==> src/rtl/cc_pkg.sv <==
`timescale 1ns/1ps
package cc_pkg;
   typedef enum logic [2:0] {
      RX_OFF,
      RX_ARMED,
      RX_RUNIN,
      RX_START,
      RX_DATA
   } rx_state_e;
endpackage

==> src/rtl/cc_sync_tracker.sv <==
`timescale 1ns/1ps
module cc_sync_tracker #(
   parameter int VS_MIN     = 48,
   parameter int LINE_W     = 9,
   parameter int CLAMP_LINE = 28,
   parameter int FIELD_WIN  = 40
) (
   input  logic              clk,
   input  logic              rst_n,
   input  logic              csync_n,
   input  logic              hsync,
   output logic              vs_det,
   output logic              line_start,
   output logic [LINE_W-1:0] line_cnt,
   output logic              field,
   output logic              clamp_en
);
   localparam int LCW = $clog2(VS_MIN + 2);
   localparam logic [LCW-1:0] VS_LIM  = LCW'(VS_MIN);
   localparam logic [LCW-1:0] LOW_SAT = LCW'(VS_MIN + 1);
   localparam int FTW = $clog2(FIELD_WIN + 1);
   localparam logic [FTW-1:0] FT_LIM = FTW'(FIELD_WIN);
   localparam logic [LINE_W-1:0] LINE_MAX = '1;
   localparam logic [LINE_W-1:0] CL_PRE   = LINE_W'(CLAMP_LINE - 1);

   initial begin
      assert (CLAMP_LINE > 1 && CLAMP_LINE < (1 << LINE_W))
         else $error("CLAMP_LINE must fit the line counter");
      assert (VS_MIN > 1) else $error("VS_MIN too small");
   end

   logic           cs_q, hs_q, hs_qq;
   logic [LCW-1:0] low_cnt;
   logic           in_vs, fmeas, blank;
   logic [FTW-1:0] ftimer;
   logic           hs_rise;

   assign hs_rise  = hs_q & ~hs_qq;
   assign vs_det   = ~cs_q && (low_cnt == VS_LIM);
   assign clamp_en = ~blank;

   always_ff @(posedge clk or negedge rst_n) begin
      if (!rst_n) begin
         cs_q       <= 1'b1;
         hs_q       <= 1'b0;
         hs_qq      <= 1'b0;
         low_cnt    <= '0;
         in_vs      <= 1'b0;
         fmeas      <= 1'b0;
         ftimer     <= '0;
         field      <= 1'b0;
         line_cnt   <= '0;
         blank      <= 1'b0;
         line_start <= 1'b0;
      end else begin
         cs_q  <= csync_n;
         hs_q  <= hsync;
         hs_qq <= hs_q;
         if (cs_q)
            low_cnt <= '0;
         else if (low_cnt != LOW_SAT)
            low_cnt <= low_cnt + 1'b1;
         if (fmeas && ftimer != FT_LIM)
            ftimer <= ftimer + 1'b1;
         line_start <= hs_rise && !vs_det;
         if (vs_det) begin
            in_vs    <= 1'b1;
            fmeas    <= 1'b0;
            line_cnt <= LINE_W'(1);
            blank    <= 1'b1;
         end else begin
            if (in_vs && cs_q) begin
               in_vs  <= 1'b0;
               fmeas  <= 1'b1;
               ftimer <= '0;
            end
            if (hs_rise) begin
               if (line_cnt != LINE_MAX)
                  line_cnt <= line_cnt + 1'b1;
               if (line_cnt == CL_PRE)
                  blank <= 1'b0;
               if (fmeas) begin
                  field <= (ftimer < FT_LIM);
                  fmeas <= 1'b0;
               end
            end
         end
      end
   end

   p_restart_r3: assert property (@(posedge clk) disable iff (!rst_n)
      vs_det |=> (line_cnt == LINE_W'(1) && !clamp_en));
   p_clamp_window_r3: assert property (@(posedge clk) disable iff (!rst_n)
      !clamp_en |-> (line_cnt < LINE_W'(CLAMP_LINE)));
endmodule

==> src/rtl/cc_bit_receiver.sv <==
`timescale 1ns/1ps
module cc_bit_receiver
   import cc_pkg::*;
#(
   parameter int CNT_W         = 10,
   parameter int SPLIT_PERIOD  = 6,
   parameter int CC_RUNIN_MIN  = 5,
   parameter int ALT_RUNIN_MIN = 8,
   parameter int CC_BYTES      = 2,
   parameter int ALT_BYTES     = 4,
   parameter bit ODD_PARITY    = 1'b1,
   localparam int IW = $clog2(ALT_BYTES)
) (
   input  logic          clk,
   input  logic          rst_n,
   input  logic          vid_bit,
   input  logic          vs_det,
   input  logic          line_start,
   input  logic          line_hit,
   output logic          byte_we,
   output logic [IW-1:0] byte_idx,
   output logic [7:0]    byte_val,
   output logic          byte_perr,
   output logic          line_done,
   output logic          done_alt
);
   localparam int RMAX = (ALT_RUNIN_MIN > CC_RUNIN_MIN) ? ALT_RUNIN_MIN : CC_RUNIN_MIN;
   localparam int RW   = $clog2(RMAX + 1);
   localparam logic [RW-1:0]    RISE_SAT = '1;
   localparam logic [RW-1:0]    CC_MIN   = RW'(CC_RUNIN_MIN);
   localparam logic [RW-1:0]    ALT_MIN  = RW'(ALT_RUNIN_MIN);
   localparam logic [CNT_W-1:0] CNT_SAT  = '1;
   localparam logic [CNT_W-1:0] SPLIT_V  = CNT_W'(SPLIT_PERIOD);
   localparam logic [IW-1:0]    CC_LAST  = IW'(CC_BYTES - 1);
   localparam logic [IW-1:0]    ALT_LAST = IW'(ALT_BYTES - 1);

   initial begin
      assert (CC_BYTES > 0 && CC_BYTES < ALT_BYTES)
         else $error("caption byte count must be below the four-byte count");
      assert (SPLIT_PERIOD > 1) else $error("SPLIT_PERIOD too small");
   end

   rx_state_e        state;
   logic             d_q, d_qq, alt;
   logic [CNT_W-1:0] cnt, per, target;
   logic [RW-1:0]    rises;
   logic [2:0]       bitn;
   logic [IW-1:0]    bytn;
   logic [7:0]       sr, nxt_byte;
   logic             edge_seen, rise_seen, par_bad, fast, qualified;
   logic [CNT_W-1:0] per15;
   logic [CNT_W+1:0] per4;

   assign edge_seen = d_q ^ d_qq;
   assign rise_seen = d_q & ~d_qq;
   assign per15     = per + (per >> 1);
   assign per4      = {per, 2'b00};
   assign fast      = (per < SPLIT_V);
   assign qualified = fast ? (rises >= ALT_MIN) : (rises >= CC_MIN);
   assign nxt_byte  = {d_q, sr[7:1]};
   assign done_alt  = alt;

   generate
      if (ODD_PARITY) begin : g_odd
         assign par_bad = ~(^nxt_byte);
      end else begin : g_even
         assign par_bad = ^nxt_byte;
      end
   endgenerate

   always_ff @(posedge clk or negedge rst_n) begin
      if (!rst_n) begin
         state     <= RX_OFF;
         d_q       <= 1'b0;
         d_qq      <= 1'b0;
         cnt       <= '0;
         per       <= '0;
         target    <= '0;
         rises     <= '0;
         bitn      <= '0;
         bytn      <= '0;
         sr        <= '0;
         alt       <= 1'b0;
         byte_we   <= 1'b0;
         byte_idx  <= '0;
         byte_val  <= '0;
         byte_perr <= 1'b0;
         line_done <= 1'b0;
      end else begin
         d_q       <= vid_bit;
         d_qq      <= d_q;
         byte_we   <= 1'b0;
         line_done <= 1'b0;
         if (cnt != CNT_SAT)
            cnt <= cnt + 1'b1;
         if (vs_det) begin
            state <= RX_OFF;
         end else if (line_start) begin
            state <= line_hit ? RX_ARMED : RX_OFF;
         end else begin
            unique case (state)
               RX_ARMED: if (rise_seen) begin
                  state <= RX_RUNIN;
                  cnt   <= CNT_W'(1);
                  per   <= '0;
                  rises <= RW'(1);
               end
               RX_RUNIN: begin
                  if (edge_seen) begin
                     per <= cnt;
                     cnt <= CNT_W'(1);
                     if (rise_seen && rises != RISE_SAT)
                        rises <= rises + 1'b1;
                  end else if (!d_q && per != '0 && cnt > per15) begin
                     state <= RX_START;
                  end else if (cnt == CNT_SAT) begin
                     state <= RX_OFF;
                  end
               end
               RX_START: begin
                  if (rise_seen) begin
                     if (qualified) begin
                        state  <= RX_DATA;
                        alt    <= fast;
                        cnt    <= CNT_W'(1);
                        target <= per15;
                        bitn   <= '0;
                        bytn   <= '0;
                     end else begin
                        state <= RX_OFF;
                     end
                  end else if ({2'b00, cnt} > per4) begin
                     state <= RX_OFF;
                  end
               end
               RX_DATA: if (cnt == target) begin
                  target <= target + per;
                  sr     <= nxt_byte;
                  bitn   <= bitn + 1'b1;
                  if (bitn == 3'd7) begin
                     byte_we   <= 1'b1;
                     byte_val  <= nxt_byte;
                     byte_idx  <= bytn;
                     byte_perr <= !alt && par_bad;
                     bytn      <= bytn + 1'b1;
                     if (bytn == (alt ? ALT_LAST : CC_LAST)) begin
                        line_done <= 1'b1;
                        state     <= RX_OFF;
                     end
                  end
               end
               default: ;
            endcase
         end
      end
   end

   p_done_with_byte_r6: assert property (@(posedge clk) disable iff (!rst_n)
      line_done |-> byte_we);
   p_vs_aborts_r5: assert property (@(posedge clk) disable iff (!rst_n)
      vs_det |=> (state == RX_OFF));
   p_alt_no_perr_r9: assert property (@(posedge clk) disable iff (!rst_n)
      (byte_we && done_alt) |-> !byte_perr);
endmodule

==> src/rtl/cc_result_buffer.sv <==
`timescale 1ns/1ps
module cc_result_buffer #(
   parameter int NBYTES   = 4,
   parameter int CC_BYTES = 2,
   localparam int IW = $clog2(NBYTES)
) (
   input  logic              clk,
   input  logic              rst_n,
   input  logic              byte_we,
   input  logic [IW-1:0]     byte_idx,
   input  logic [7:0]        byte_val,
   input  logic              byte_perr,
   input  logic              line_done,
   input  logic              done_alt,
   input  logic              stat_rd,
   output logic [NBYTES*8-1:0] data_out,
   output logic [NBYTES-1:0] parity_err,
   output logic              fmt_alt,
   output logic              data_ready
);
   logic commit;
   assign commit = line_done && !data_ready;

   generate
      for (genvar i = 0; i < NBYTES; i++) begin : g_slot
         logic [7:0] sh_byte, vis_byte;
         logic       sh_perr, vis_perr, hit;
         assign hit = byte_we && (byte_idx == IW'(i));
         always_ff @(posedge clk or negedge rst_n) begin
            if (!rst_n) begin
               sh_byte  <= '0;
               sh_perr  <= 1'b0;
               vis_byte <= '0;
               vis_perr <= 1'b0;
            end else begin
               if (hit) begin
                  sh_byte <= byte_val;
                  sh_perr <= byte_perr;
               end
               if (commit) begin
                  if (i < CC_BYTES || done_alt) begin
                     vis_byte <= hit ? byte_val : sh_byte;
                     vis_perr <= hit ? byte_perr : sh_perr;
                  end else begin
                     vis_byte <= '0;
                     vis_perr <= 1'b0;
                  end
               end
            end
         end
         assign data_out[8*i +: 8] = vis_byte;
         assign parity_err[i]      = vis_perr;
      end
   endgenerate

   always_ff @(posedge clk or negedge rst_n) begin
      if (!rst_n) begin
         data_ready <= 1'b0;
         fmt_alt    <= 1'b0;
      end else if (commit) begin
         data_ready <= 1'b1;
         fmt_alt    <= done_alt;
      end else if (stat_rd) begin
         data_ready <= 1'b0;
      end
   end

   p_hold_r11: assert property (@(posedge clk) disable iff (!rst_n)
      (data_ready && !stat_rd) |=> ($stable(data_out) && $stable(parity_err) && $stable(fmt_alt)));
   p_rd_clear_r10: assert property (@(posedge clk) disable iff (!rst_n)
      (stat_rd && !line_done) |=> !data_ready);
   p_alt_parity_r9: assert property (@(posedge clk) disable iff (!rst_n)
      (data_ready && fmt_alt) |-> (parity_err == '0));
   p_cc_upper_zero_r8: assert property (@(posedge clk) disable iff (!rst_n)
      (data_ready && !fmt_alt) |-> (data_out[NBYTES*8-1:CC_BYTES*8] == '0));
endmodule

==> src/rtl/cc_line_extractor.sv <==
`timescale 1ns/1ps
module cc_line_extractor #(
   parameter int VS_MIN        = 48,
   parameter int LINE_W        = 9,
   parameter int CLAMP_LINE    = 28,
   parameter int FIELD_WIN     = 40,
   parameter int CNT_W         = 10,
   parameter int SPLIT_PERIOD  = 6,
   parameter int CC_RUNIN_MIN  = 5,
   parameter int ALT_RUNIN_MIN = 8,
   parameter int CC_BYTES      = 2,
   parameter int ALT_BYTES     = 4,
   parameter bit ODD_PARITY    = 1'b1
) (
   input  logic                   clk,
   input  logic                   rst_n,
   input  logic                   csync_n,
   input  logic                   hsync,
   input  logic                   vid_bit,
   input  logic [LINE_W-1:0]      cfg_line,
   input  logic                   cfg_field,
   input  logic                   stat_rd,
   output logic                   clamp_en,
   output logic                   irq_n,
   output logic [ALT_BYTES*8-1:0] data_out,
   output logic                   fmt_alt,
   output logic                   data_ready,
   output logic [ALT_BYTES-1:0]   parity_err
);
   localparam int IW = $clog2(ALT_BYTES);

   logic              vs_det, line_start, field, line_hit;
   logic [LINE_W-1:0] line_cnt;
   logic              byte_we, byte_perr, line_done, done_alt;
   logic [IW-1:0]     byte_idx;
   logic [7:0]        byte_val;

   assign line_hit = (line_cnt == cfg_line) && (field == cfg_field);
   assign irq_n    = ~data_ready;

   cc_sync_tracker #(
      .VS_MIN(VS_MIN), .LINE_W(LINE_W), .CLAMP_LINE(CLAMP_LINE), .FIELD_WIN(FIELD_WIN)
   ) u_track (
      .clk(clk), .rst_n(rst_n), .csync_n(csync_n), .hsync(hsync),
      .vs_det(vs_det), .line_start(line_start), .line_cnt(line_cnt),
      .field(field), .clamp_en(clamp_en)
   );

   cc_bit_receiver #(
      .CNT_W(CNT_W), .SPLIT_PERIOD(SPLIT_PERIOD), .CC_RUNIN_MIN(CC_RUNIN_MIN),
      .ALT_RUNIN_MIN(ALT_RUNIN_MIN), .CC_BYTES(CC_BYTES), .ALT_BYTES(ALT_BYTES),
      .ODD_PARITY(ODD_PARITY)
   ) u_rx (
      .clk(clk), .rst_n(rst_n), .vid_bit(vid_bit), .vs_det(vs_det),
      .line_start(line_start), .line_hit(line_hit),
      .byte_we(byte_we), .byte_idx(byte_idx), .byte_val(byte_val),
      .byte_perr(byte_perr), .line_done(line_done), .done_alt(done_alt)
   );

   cc_result_buffer #(
      .NBYTES(ALT_BYTES), .CC_BYTES(CC_BYTES)
   ) u_buf (
      .clk(clk), .rst_n(rst_n), .byte_we(byte_we), .byte_idx(byte_idx),
      .byte_val(byte_val), .byte_perr(byte_perr), .line_done(line_done),
      .done_alt(done_alt), .stat_rd(stat_rd), .data_out(data_out),
      .parity_err(parity_err), .fmt_alt(fmt_alt), .data_ready(data_ready)
   );

   p_irq_fall_r10: assert property (@(posedge clk) disable iff (!rst_n)
      $fell(irq_n) |-> $past(line_done));
endmodule

==> config.mk <==
export PLATFORM = sky130hd
export DESIGN_NAME = cc_line_extractor
export DESIGN_NICKNAME = d
export VERILOG_FILES = /design/src/rtl/cc_pkg.sv /design/src/rtl/cc_sync_tracker.sv /design/src/rtl/cc_bit_receiver.sv /design/src/rtl/cc_result_buffer.sv /design/src/rtl/cc_line_extractor.sv
export SDC_FILE = /design/constraint.sdc
export NUM_CORES = 1
export LEC_CHECK = 0
export BUFFER_PORTS_ARGS = -buffer_cell sky130_fd_sc_hd__clkbuf_2
export CAP_MARGIN = 20
export CORE_UTILIZATION = 40
export CTS_CLUSTER_DIAMETER = 100
export DETAILED_ROUTE_END_ITERATION = 7
export SETUP_SLACK_MARGIN = 0.3
export SLEW_MARGIN = 20
export SYNTH_ARGS = -nofsm -noshare
export SYNTH_HDL_FRONTEND = slang
export SYNTH_SLANG_ARGS = --single-unit
export TNS_END_PERCENT = 1
==> constraint.sdc <==
create_clock -name clk -period 4.6 [get_ports clk]
set_clock_uncertainty 0.1 [all_clocks]
set_input_delay 0 -clock clk [delete_from_list [all_inputs] [get_ports clk]]
set_output_delay 0 -clock clk [all_outputs]
set_load 0.01 [all_outputs]
==> impl_summary.txt <==
----------------------------------------------------
[Timing]
  Final critical path time including I/O delays and setup ... around 3.8 ns
  Highest attainable clock frequency ... 264 MHz
  Setup violation total in the final timing report ... 0
  RSZ-0062 raised after global routing ... false
  Tcrit/Tclk final ... 82.5%
  Worst relative slew slack ... 30.3%
  Setup Total Neg Slack ... 0 ns
  Crit path setup slack, layout ... roughly 0.81 ns
  Final Slew Violations ... 0
  Actual transition at the worst max-transition pin ... 1.04 ns
  Final Hold Fails ... 0

[Global route]
  Largest net degree at the start of global routing ... a little over 90
  Highest-utilization routing layer at the global route stage ... met2
  Initial antenna violation count ... 0
  GRT met2 Usage ... about a quarter
  Via count of the first global-routing pass ... roughly 5800
  Global-route met3 utilization ... 3.26%
  Wire length of the first global-routing pass ... about 30 mm
  GR met1 Demand/Resource ... approximately a quarter
  Remaining global-route overflow ... 0
  GRT Overall Usage ... between 10% and 20%

[Floorplanning]
  Count of boundary I/O pins ... 56
  Die width ... around 150 um
  Die Outline Area ... between 0.02 and 0.025 mm^2
  Standard-cell rows ... between 50 and 60
  Die span in y ... 150 um
  Core area ... between 0.02 and 0.025 mm^2
  Starting density of the core ... 41.3%

[CTS]
  TritonCTS Buffers ... 17
  Clock Latency Late Sink ... around 0.43 ns
  Worst-path clk slew ... 0.07 ns
  CTS Buffer Depth ... 2
  H-tree lvl count ... 4
  CTS tree ... built
  Setup fix buffers added after clock tree synthesis ... 0
  Cell at the root of the clock tree ... sky130_fd_sc_hd__clkbuf_16
  Number of sinks on the clock net ... approximately 170

[Drt]
  Average vias per placed instance ... 5.21
  Total via count in the routed design ... 6000
  DRC ... 0
  Starting DRT DRC Count ... roughly 290
  Final wirelength ... 18.1 mm
  Residual antenna-violating net count after detailed routing ... 0
  Drt pass-1 iters ... 4
  Drt wl/cell ... between 15 and 20 um

[Worst setup path]
  Startpoint types ... flop
  Required time worst endpoint ... between 4 and 5 ns
  Startpoint of the most critical register-to-register path ... u_rx.per[1]
  Critical-path maximum fanout ... 7
  CP Capture Type ... flop
  Classification of the worst setup path ... reg2reg
  Data arrival time of the worst path ... roughly 4.0 ns
  Setup slack on the worst flop-to-flop path ... between 0.8 and 0.9 ns
  Worst setup path startpoint ... u_rx.per[1]

[Place]
  Setup slack after placement ... 0.838 ns
  Gpl congestion ... 0.834
  Count of port buffers added during placement ... 55
  DP HPWL ... approximately 13 mm

[Synthesis]
  Number of warnings reported in the yosys synthesis log ... 0
  Synthesized Nets ... 885
  Gate count of the mapped netlist ... roughly 810
  Post-synthesis simple-gate area fraction ... between 10% and 20%
  Async set-or-reset flop fraction in the synthesized netlist ... 100%
  Share of the synthesized netlist area taken by xor and xnor gates ... around 6%
  Complex-gate fraction of the synthesized area ... a little over a tenth
  Combined area of all synthesized cells ... ~0.0088 mm^2
  Synthesized area per cell ... 10.8 um^2
  Cell variety after synth ... a little over 60
  Multiplexer share of the synthesized area ... roughly a tenth
  Number of enable flip-flop cells after synthesis ... 0
  FF+latch count, synth ... ~170
  Main combinational cell family by area after synthesis ... simple AND/OR/NAND/NOR gates
  Post-synthesis sequential area ratio ... between 40 and 50%
  Adder-Cell Fraction of Synth Area ... 8.74%
  Primary FF master, synth ... sky130_fd_sc_hd__dfrtp_1

[Flow run]
  Number of max-cap violations ... 0

[Pwr]
  Switching Share ... 34.1%
  Relative contribution of the clock network to total power ... between 30 and 40%
  Combinational power share ... a little over a fifth
  P_int ... around 0.0027 W
  Part of the total power dissipated in sequential elements ... 42.7%
  Peak supply drop ... around 0.27 mV
  Power dissipated by switching net loads ... around 0.0014 W
  Power per cell area ... between 400 and 500 mW/mm^2
  Static leakage ... around 4.8 nW

[Layout]
  Fraction of layout instances using a drive strength above 1 ... 20.2%
  Layout area overhead ... 13.8%
  Number of diodes ... 0
  Net count reported at finish ... about 940
  # fillers ... just under 2000

[Min path]
  Worst hold path type ... in2reg
  Hold Crit Start ... csync_n

[Status]
  Outcome ... completed

----------------------------------------------------
-- critical path, stage by stage (launching register included) --
cell	delay [ns]
sky130_fd_sc_hd__dfrtp_1	0.47
sky130_fd_sc_hd__ha_1	0.26
sky130_fd_sc_hd__fa_1	0.41
sky130_fd_sc_hd__a21o_1	0.20
sky130_fd_sc_hd__a21bo_2	0.23
sky130_fd_sc_hd__a31oi_1	0.21
sky130_fd_sc_hd__xor2_1	0.22
sky130_fd_sc_hd__ha_1	0.28
sky130_fd_sc_hd__nand2_1	0.07
sky130_fd_sc_hd__o21ai_0	0.09
sky130_fd_sc_hd__o311ai_0	0.61
sky130_fd_sc_hd__a2111oi_0	0.22
sky130_fd_sc_hd__o32a_1	0.31
-- cell type report --
cell class / instances / area, um^2 / area share, %
clock inverters: 15 / 189 / 1.90
flip-flops and latches: 168 / 4210 / 42.2
multi-input cells: 580 / 4300 / 43.2
repair buffers: 66 / 389 / 3.90
inverters: 30 / 113 / 1.13
clock buffers: 17 / 425 / 4.27
well taps: 275 / 344 / 3.45
-- Yosys cell counts (6+ instances only) --
cell type                  number  area [um^2]
sky130_fd_sc_hd__nand3_1       17         85.1
sky130_fd_sc_hd__nor2_1        48          180
sky130_fd_sc_hd__a21o_1         8         60.1
sky130_fd_sc_hd__clkbuf_1      17         63.8
sky130_fd_sc_hd__nor3_1        11         55.1
sky130_fd_sc_hd__or3_1          7         43.8
sky130_fd_sc_hd__nor2b_1        6         37.5
sky130_fd_sc_hd__a21oi_1       36          180
sky130_fd_sc_hd__inv_1         30          113
sky130_fd_sc_hd__xor2_1        22          193
sky130_fd_sc_hd__nand4_1       17          106
sky130_fd_sc_hd__mux2i_1        7         70.1
sky130_fd_sc_hd__mux2_2        75          845
sky130_fd_sc_hd__nand2_1       79          297
sky130_fd_sc_hd__nand2b_1      11         68.8
sky130_fd_sc_hd__a22o_1        11         96.3
sky130_fd_sc_hd__xnor2_1       38          333
sky130_fd_sc_hd__dfrtp_1      167         4180
sky130_fd_sc_hd__o21ai_0       50          250
sky130_fd_sc_hd__a211oi_1       8         60.1
sky130_fd_sc_hd__ha_1          58          726
-- kinds of logic after synthesis --
family	after synthesis
and+or+nand+nor	230
xor gates and xnor gates	60
adders and majority gates	60
buffers and inverters	61
DFF	168
muxes	82
AOI/OAI and AO/OA	148
-- cell usage in the layout (no fill, tap or decap), drive strengths merged, types with 12 or more instances in the layout --
cell	count
a21oi	36
clkbuf	71
dfrtp	167
ha	58
inv	39
mux2	75
nand2	79
nand3	18
nand4	17
nor2	48
nor3	12
o21ai	51
xnor2	38
xor2	22
-- power by group through the flow --
stage | sequential, W | combinational (W) | clock (W)
after global routing | 0.00177 | 0.00102 | 0.00156
after detailed placement | 0.00177 | 0.000892 | 0
final | 0.00175 | 0.000882 | 0.00146
after global placement | 0.00177 | 0.000886 | 0
after floorplan | 0.00168 | 0.000712 | 0
after CTS | 0.00174 | 0.000899 | 0.00150
-- worst paths after layout --
check / end / cells past startpoint
worst max register to register: u_rx.state[0] / 12
worst max-delay path: u_rx.state[0] / 12
worst min-delay path: u_track.cs_q / 2
min in group asynchronous: u_buf.data_ready / 2
worst min register to register: u_track.hs_qq / 0
max in group asynchronous: u_buf.g_slot[0].vis_byte[1] / 3
-- routing by layer --
| layer | routed length (um) | vias up |
|---|---|---|
| met5 | 0 | - |
| met4 | 237 | 0 |
| met3 | 370 | 18 |
| met2 | 8190 | 65 |
| met1 | 9300 | 2944 |
| li1 | - | 2973 |
-- per-stage QoR --
step	power [W]	std cells	hold WS [ns]	util [%]	instance area (um^2)
after CTS	0.00414	1150	0.0795	46.9	9950
after detailed placement	0.00266	1113	-0.0108	43.8	9290
after floorplan	0.00239	809	-0.396	-	8760
after global routing	0.00435	1151	0.0799	47.0	9970
after global placement	0.00266	1113	-0.0120	43.8	9290
final	0.00409	1151	0.103	47.0	9970
-- registers in the layout, summed over array words and instances (netlist names), 2 cells and up --
| register | flops |
|---|---|
| u_rx.sr | 7 |
| u_rx.byte_idx | 2 |
| u_buf.g_slot.sh_perr | 4 |
| u_buf.g_slot.vis_perr | 4 |
| u_track.line_cnt | 9 |
| u_rx.per | 10 |
| u_buf.g_slot.vis_byte | 32 |
| u_rx.bitn | 3 |
| u_track.ftimer | 6 |
| u_rx.cnt | 10 |
| u_rx.bytn | 2 |
| u_rx.target | 10 |
| u_buf.g_slot.sh_byte | 32 |
| u_rx.state | 3 |
| u_rx.rises | 4 |
| u_rx.byte_val | 8 |
| u_track.low_cnt | 6 |
-- repair_timing --
action	4_1_cts	5_1_grt
endpoints found under the hold margin	92	0
gates resized for setup	0	0
hold buffers	5	0
No activity file was read; power rests on OpenSTA's default activity.
